===== config.mk =====
export PLATFORM = sky130hd
export DESIGN_NAME = cmp_event_unit
export DESIGN_NICKNAME = d
export VERILOG_FILES = /design/src/rtl/cmp_event_pkg.sv /design/src/rtl/cmp_event_ctrl.sv /design/src/rtl/cmp_event_datapath.sv /design/src/rtl/cmp_event_unit.sv
export SDC_FILE = /design/constraint.sdc
export NUM_CORES = 1
export LEC_CHECK = 0
export ABC_AREA = 1
export BUFFER_PORTS_ARGS = -buffer_cell sky130_fd_sc_hd__buf_2
export CAP_MARGIN = 25
export CORE_AREA = 8 8 292 209
export CTS_CLUSTER_DIAMETER = 30
export DETAILED_ROUTE_END_ITERATION = 16
export DIE_AREA = 0 0 300 217
export PLACE_DENSITY = 0.57
export SETUP_SLACK_MARGIN = 0.15
export SLEW_MARGIN = 30
export SYNTH_ARGS = -nofsm -noshare
export SYNTH_HDL_FRONTEND = slang
export SYNTH_HIERARCHICAL = 1
export SYNTH_SLANG_ARGS = --single-unit

===== constraint.sdc =====
create_clock -name clk -period 2.7 [get_ports clk]
set_clock_uncertainty 0.1 [all_clocks]
set_input_delay 0.675 -clock clk [delete_from_list [all_inputs] [get_ports clk]]
set_output_delay 0.675 -clock clk [all_outputs]
set_load 0.01 [all_outputs]

===== src/rtl/cmp_event_pkg.sv =====
package cmp_event_pkg;
  localparam int NUM_SLOTS = 8;
  localparam int ADDR_W    = 8;
  localparam int STRIDE    = 4;
  localparam logic [ADDR_W-1:0] CMP_BASE = 8'h60;
  localparam logic [ADDR_W-1:0] EN_ADDR  = 8'h40;
  localparam logic [ADDR_W-1:0] STS_ADDR = 8'h44;

  // Write strobes handed from the decode logic to the datapath.
  typedef struct packed {
    logic [NUM_SLOTS-1:0] cmpWr;
    logic                 enWr;
    logic                 stsClr;
  } strobe_t;
endpackage


===== src/rtl/cmp_event_ctrl.sv =====
module cmp_event_ctrl
  import cmp_event_pkg::*;
#(
  parameter int CNT_W = 32
) (
  input  logic                             wrEn,
  input  logic [ADDR_W-1:0]                addr,
  input  logic [NUM_SLOTS-1:0][CNT_W-1:0]  cmpBank,
  input  logic [NUM_SLOTS-1:0]             enMask,
  input  logic [NUM_SLOTS-1:0]             status,
  output strobe_t                          stb,
  output logic [CNT_W-1:0]                 rdData
);
  logic [NUM_SLOTS-1:0] slotSel;
  logic                 enSel;
  logic                 stsSel;

  // One address comparator per compare slot.
  for (genvar g = 0; g < NUM_SLOTS; g++) begin : gSel
    assign slotSel[g] = (addr == CMP_BASE + ADDR_W'(STRIDE * g));
  end

  assign enSel  = (addr == EN_ADDR);
  assign stsSel = (addr == STS_ADDR);

  always_comb begin
    stb.cmpWr  = wrEn ? slotSel : '0;
    stb.enWr   = wrEn && enSel;
    stb.stsClr = wrEn && stsSel;
  end

  always_comb begin
    rdData = '0;
    if (enSel)  rdData[NUM_SLOTS-1:0] = enMask;
    if (stsSel) rdData[NUM_SLOTS-1:0] = status;
    for (int i = 0; i < NUM_SLOTS; i++) begin
      if (slotSel[i]) rdData = cmpBank[i];
    end
  end
endmodule


===== src/rtl/cmp_event_datapath.sv =====
module cmp_event_datapath
  import cmp_event_pkg::*;
#(
  parameter int CNT_W = 32
) (
  input  logic                             clk,
  input  logic                             rstN,
  input  strobe_t                          stb,
  input  logic [CNT_W-1:0]                 wrData,
  input  logic [CNT_W-1:0]                 count,
  output logic [NUM_SLOTS-1:0][CNT_W-1:0]  cmpBank,
  output logic [NUM_SLOTS-1:0]             enMask,
  output logic [NUM_SLOTS-1:0]             status
);
  logic [NUM_SLOTS-1:0] eqNow;
  logic [NUM_SLOTS-1:0] eqPrev;
  logic [NUM_SLOTS-1:0] hit;
  logic [NUM_SLOTS-1:0] clrMask;

  for (genvar g = 0; g < NUM_SLOTS; g++) begin : gEq
    assign eqNow[g] = (count == cmpBank[g]);
  end

  // A hit is the first cycle of equality on an enabled slot.
  assign hit     = enMask & eqNow & ~eqPrev;
  assign clrMask = stb.stsClr ? wrData[NUM_SLOTS-1:0] : '0;

  always_ff @(posedge clk or negedge rstN) begin
    if (!rstN) begin
      cmpBank <= '0;
      enMask  <= '0;
      status  <= '0;
      eqPrev  <= '0;
    end else begin
      for (int i = 0; i < NUM_SLOTS; i++) begin
        if (stb.cmpWr[i]) cmpBank[i] <= wrData;
      end
      if (stb.enWr) enMask <= wrData[NUM_SLOTS-1:0];
      status <= (status & ~clrMask) | hit;
      eqPrev <= eqNow;
    end
  end
endmodule


===== src/rtl/cmp_event_unit.sv =====
module cmp_event_unit
  import cmp_event_pkg::*;
#(
  parameter int CNT_W = 32
) (
  input  logic                  clk,
  input  logic                  rstN,
  input  logic                  wrEn,
  input  logic [ADDR_W-1:0]     addr,
  input  logic [CNT_W-1:0]      wrData,
  output logic [CNT_W-1:0]      rdData,
  input  logic [CNT_W-1:0]      count,
  output logic [NUM_SLOTS-1:0]  cmpStatus,
  output logic                  cmpIrq
);
  strobe_t                           stb;
  logic [NUM_SLOTS-1:0][CNT_W-1:0]   cmpBank;
  logic [NUM_SLOTS-1:0]              enMask;

  cmp_event_ctrl #(.CNT_W(CNT_W)) ctrl (
    .wrEn    (wrEn),
    .addr    (addr),
    .cmpBank (cmpBank),
    .enMask  (enMask),
    .status  (cmpStatus),
    .stb     (stb),
    .rdData  (rdData)
  );

  cmp_event_datapath #(.CNT_W(CNT_W)) dp (
    .clk     (clk),
    .rstN    (rstN),
    .stb     (stb),
    .wrData  (wrData),
    .count   (count),
    .cmpBank (cmpBank),
    .enMask  (enMask),
    .status  (cmpStatus)
  );

  assign cmpIrq = |cmpStatus;
endmodule


Word-level counts from Yosys, hierarchy flattened
Cells that the tools add are included.
{"block": "word_totals", "register_bits": 280, "out_inout_bits": 41}
{"block": "classes", "reduce_logical": 3, "n_bitwise": 6, "eq_ne": 18, "n_mux": 12}
{"operator": "32-bit equality test", "count": 8}
{"operator": "32-bit two-way mux", "count": 8}
{"operator": "8-bit by 7-bit equality test with 1-bit output, second input constant", "count": 10}
{"operator": "8-bit two-way mux", "count": 4}
{"operator": "8-bit bitwise AND", "count": 3}
{"operator": "8-bit inverter", "count": 2}
{"operator": "8-bit bitwise OR", "count": 1}
{"operator": "8-bit OR reduction", "count": 1}
{"operator": "1-bit logical AND", "count": 2}

Longest topological paths before layout
{"block": "depth", "word_depth": 11, "ltp_mapped": 12}

Modules after synthesis
The synthesis kept the hierarchy.
{"mod": "cmp_event_datapath", "instances": 1, "area_per_inst_um2": 14412.6, "seq_area_each_um2": 7006.7, "cells_each": 1559}
{"mod": "cmp_event_ctrl", "instances": 1, "area_per_inst_um2": 2319.7, "seq_area_each_um2": 0.0, "cells_each": 506}
{"mod": "cmp_event_unit", "instances": 1, "area_per_inst_um2": 56.3, "seq_area_each_um2": 0.0, "cells_each": 15}

Worst setup path after synthesis
No wires, ideal clock.
{"block": "synth_path", "path_kind": "input to output", "startpoint": "in addr[7]", "endpoint": "out rdData[18]", "stages": 8, "setup_slack_ns": 0.229, "path_buffers": 1, "arrival_ns": 1.696, "required_ns": 1.925, "path_cell_list": "inv_1 -> nand2_2 -> nor2_4 -> clkbuf_1 -> nand3_1 -> nand3_1 -> o22ai_1 -> nand4_1"}
{"block": "synth_between", "elab_chain_len": 9, "elab_cells_between_ends": 16, "cone_classes": "8 x eq/ne; 8 x mux"}
{"item": "start: declaration", "line": "cmp_event_unit.sv:9", "source": "input logic [ADDR_W-1:0] addr,"}
{"item": "8-bit by 7-bit equality test with 1-bit output", "line": "cmp_event_ctrl.sv:20", "source": "assign slotSel[g] = (addr == CMP_BASE + ADDR_W'(STRIDE * g));"}
{"item": "32-bit two-way mux (7 in a row)", "line": "cmp_event_ctrl.sv:37", "source": "if (slotSel[i]) rdData = cmpBank[i];"}
{"item": "32-bit two-way mux *", "line": "cmp_event_ctrl.sv:37"}
{"item": "end: declaration", "line": "cmp_event_unit.sv:11", "source": "output logic [CNT_W-1:0] rdData,"}
Every way passes the cells marked *; elsewhere a longest branch is shown, timed or not.

Worst setup path after layout
{"block": "layout_path", "startpoint": "in addr[4]", "endpoint": "out rdData[0]"}
{"block": "layout_between", "elab_chain_len": 11, "elab_cells_between_ends": 20, "cone_classes": "10 x eq/ne; 10 x mux"}
{"item": "8-bit by 7-bit equality test with 1-bit output", "line": "cmp_event_ctrl.sv:23", "source": "assign enSel = (addr == EN_ADDR);"}
{"item": "8-bit two-way mux", "line": "cmp_event_ctrl.sv:34", "source": "if (enSel) rdData[NUM_SLOTS-1:0] = enMask;"}
{"item": "8-bit two-way mux", "line": "cmp_event_ctrl.sv:35", "source": "if (stsSel) rdData[NUM_SLOTS-1:0] = status;"}
{"item": "32-bit two-way mux (7 in a row)", "line": "cmp_event_ctrl.sv:37"}
{"item": "32-bit two-way mux *", "line": "cmp_event_ctrl.sv:37"}
Marked as above.

==> flow_summary.yaml <==
critical_path:
  cpPeakStageDelay_ns: 0.18
  cp_slowest_cell: "buf_4"
  crit_chain: "buf_4 > inv_2 > nand2_2 > nor2_4 > buf_4 > nand2_4 > inv_8 > buf_12 > nand2_1 > nand4_1 > nor2_1 > nand4_1 > buf_2"
  crit_path_end_kind: "output pin"
  cp_num_buf_inv: 6
  worstPathArrival_ns: 2.20
  cp-start-kind: "input port"
  cp_top_family: "buffers and inverters"
  cp_max_fo: 8
  critPathKind: "in -> out"
  cp.required_ns: 1.92
synth:
  synth_most_common_cell: "nand2_1"
  ys_ff_latch: 280
  synth_top_area_frac: 0.4173
  yosysTopAreaCell: "dfrtp_1"
  synth_nets: 2155
  synthTopCellsByCount: "757 x nand2_1, 280 x dfrtp_1, 168 x mux2_1, 168 x xnor2_1, 155 x inv_1"
  ys_seq_area_frac: 0.4173
  syn_area_per_cell_sq_um: 8.071
  synth_edf_count: 0
  syn_area_sq_mm: 0.01679
  synthArstFlopShare: 1.000
  syn_inst: 2080
  synth_cell_types: 32
  synth.area.top_cells: "dfrtp_1 42%, nand2_1 17%, mux2_1 11%, xnor2_1 8.8%, inv_1 3.5%"
  synthFlopType: "dfrtp_1"
  yosys_warnings: 6
global_route:
  track_usage: 0.1769
  grt_pass1_wl_microns: 90350
  antenna_found_initial: 1
  grt_max_degree: 60
  grt_pass1_vias: 14876
  overflow: 0
routing:
  drt-initial-drc-count: 1266
  via_count: 14907
  wl_microns: 59840
  via_per_inst: 4.878
  drc_errors: 0
  firstDrtPassIters: 7
  routedWlPerCell_microns: 19.58
  final_antenna_net_count: 0
timing:
  fin_crit_ns: 2.973
  slew-limit-headroom: 0.6374
  setup_viol: 61
  fin_crit_sh: 1.101
  grt_setup_unrepaired: "yes"
  final_max_slew_viol_count: 0
  worst_slew_pin_slew_ns: 0.5438
  worst_slack_ns: -0.2729
  fmax_mhz: 336.4
  tns_ns: -9.005
  final-hold-violation-count: 0
pwr:
  p_per_area_mw_per_mm2: 580.0
  p_total_uw: 12910
  vdd_drop_max_mv: 0.4479
  power.leakage_uw: 0.01078
die:
  die_w_microns: 300
  io_pins: 116
  die-area_sq_mm: 0.06510
  core_sq_mm: 0.05626
  die_y_microns: 217
  initial_core_util: 0.2984
  row_count: 73
cells_and_area:
  syn_to_final_growth_pct: 32.60
  nNetsFinal: 2340
  fill_cells: 5601
  drive_gt1_frac: 0.2394
  diodes: 0
clock_tree:
  htreeDepth: 2
  cts_buffer_depth: 3
  numCtsBuffers: 49
  clkLatencyLatePin_ns: 0.59
  clkSinkCount: 280
  cts_tree: "yes"
  cts_root_buf: "clkbuf_16"
  cts.clk_slew.worst_paths_ns: 0.05
place:
  globalplace.congestion: 0.8654
  numPortBuffers: 115
  post-dp-hpwl_microns: 40360
run_status:
  status: "finished, violations left"
  violations: "negative setup slack"
worst_hold_path:
  hp-class: "in -> reg"
job:
  maxCapViolCount: 0
[state kept, by name (all words and copies together), names as in the netlist]
name / cells
dp/cmpBank: 256
dp/eqPrev: 8
dp/enMask: 8
dp/status: 8
[power by group]
| part | total [uW] | internal [uW] | switching (uW) |
|---|---|---|---|
| combinational | 1260 | 510 | 755 |
| clock | 6990 | 4540 | 2440 |
| sequential | 4660 | 4440 | 219 |
| total | 12900 | 9490 | 3420 |
[cells in the final DEF (no fill, tap or decap), types with 4 or more instances in the layout]
cell / n
buf_8: 4
mux2_1: 147
nand3_2: 34
buf_12: 40
xnor2_1: 168
clkinv_4: 10
inv_6: 12
nor2_1: 100
clkbuf_1: 4
and2_1: 8
buf_6: 42
or2_0: 4
nand4_1: 36
inv_4: 5
nand2_2: 37
buf_4: 55
clkbuf_8: 7
mux2_4: 21
clkinvlp_4: 6
buf_16: 8
o21ai_1: 93
bufinv_16: 10
a21oi_1: 5
buf_2: 96
dfrtp_1: 280
o22ai_2: 13
nor2_2: 31
o21ai_2: 10
inv_1: 150
clkbuf_16: 54
nand2_1: 707
nand3_1: 44
nand2_4: 16
nor2_4: 17
inv_8: 4
[metrics by stage]
stage / hold WS [ns] / instance area, sq um / utilization / setup WS [ns] / std cells
after floorplan: 0.2794 / 16790 / - / 0.2293 / 2080
after global placement: 0.3932 / 18730 / 0.3328 / -0.4515 / 2920
after detailed placement: 0.3987 / 18730 / 0.3328 / -0.3847 / 2920
after CTS: 0.2765 / 21680 / 0.3853 / -0.2534 / 3046
after global routing: 0.3087 / 22260 / 0.3957 / -0.3639 / 3056
final: 0.3064 / 22260 / 0.3957 / -0.2729 / 3056
[path summary, 6_finish.rpt]
kind                                  from               to  slack [ns]  cells after the start
setup reg to reg           dp/cmpBank[211]     dp/status[6]        0.94                      9
min in group asynchronous             rstN  dp/cmpBank[213]        0.54                      2
setup / recovery                   addr[4]        rdData[0]       -0.27                     13
max in group asynchronous             rstN     dp/eqPrev[5]        1.20                      3
hold reg to reg               dp/eqPrev[1]     dp/status[1]        0.41                      3
hold / removal                  wrData[13]  dp/cmpBank[141]        0.31                      3
[logic make-up (layout without fill, tap and decap cells)]
logic type | after synthesis | in the layout | synth area share
simple gates | 1045 | 1045 | 0.2557
buf+inv | 294 | 520 | 0.08839
flops | 280 | 280 | 0.4173
xor+xnor | 168 | 168 | 0.08764
mux | 168 | 168 | 0.1127
compound gates | 125 | 125 | 0.03823
[repair_timing]
item / 4_1_cts / 5_1_grt
gates cloned: 9 / 5
gates resized for setup: 165 / 111
hold buffers: 1 / 0
pin swaps: 44 / 57
endpoints found under the setup margin: 32 / 64
hold endpoints to repair: 47 / 0
setup buffers: 24 / 6
[worst reg2reg max path, stage by stage, from the launching register on]
cell and delay (ns):
dfrtp_1 0.39, clkinv_1 0.08, nand2_2 0.04, nand2_1 0.07, nand2_1 0.08, nor2_1 0.21
nand2_1 0.16, nor2_1 0.36, nand3_1 0.12, nand2_1 0.08
[layout make-up]
cell class	count	area [sq um]	area share
multi-input cells	1506	9074	0.4076
flip-flops and latches	280	7007	0.3147
repair buffers	252	2615	0.1175
clock buffers	60	1338	0.06008
well taps	750	938.4	0.04215
clock inverters	32	511.7	0.02299
inverters	176	778.2	0.03496
[layer usage]
metal | global-route usage | wire length, microns | vias to the layer above
met2 | 0.2729 | 26010 | 566
met5 | 0 | 13 | -
met1 | 0.2512 | 27540 | 7295
met3 | 0.03392 | 4557 | 129
met4 | 0.04902 | 1724 | 2
li1 | - | - | 6915
(Power assumes the default switching activity.)
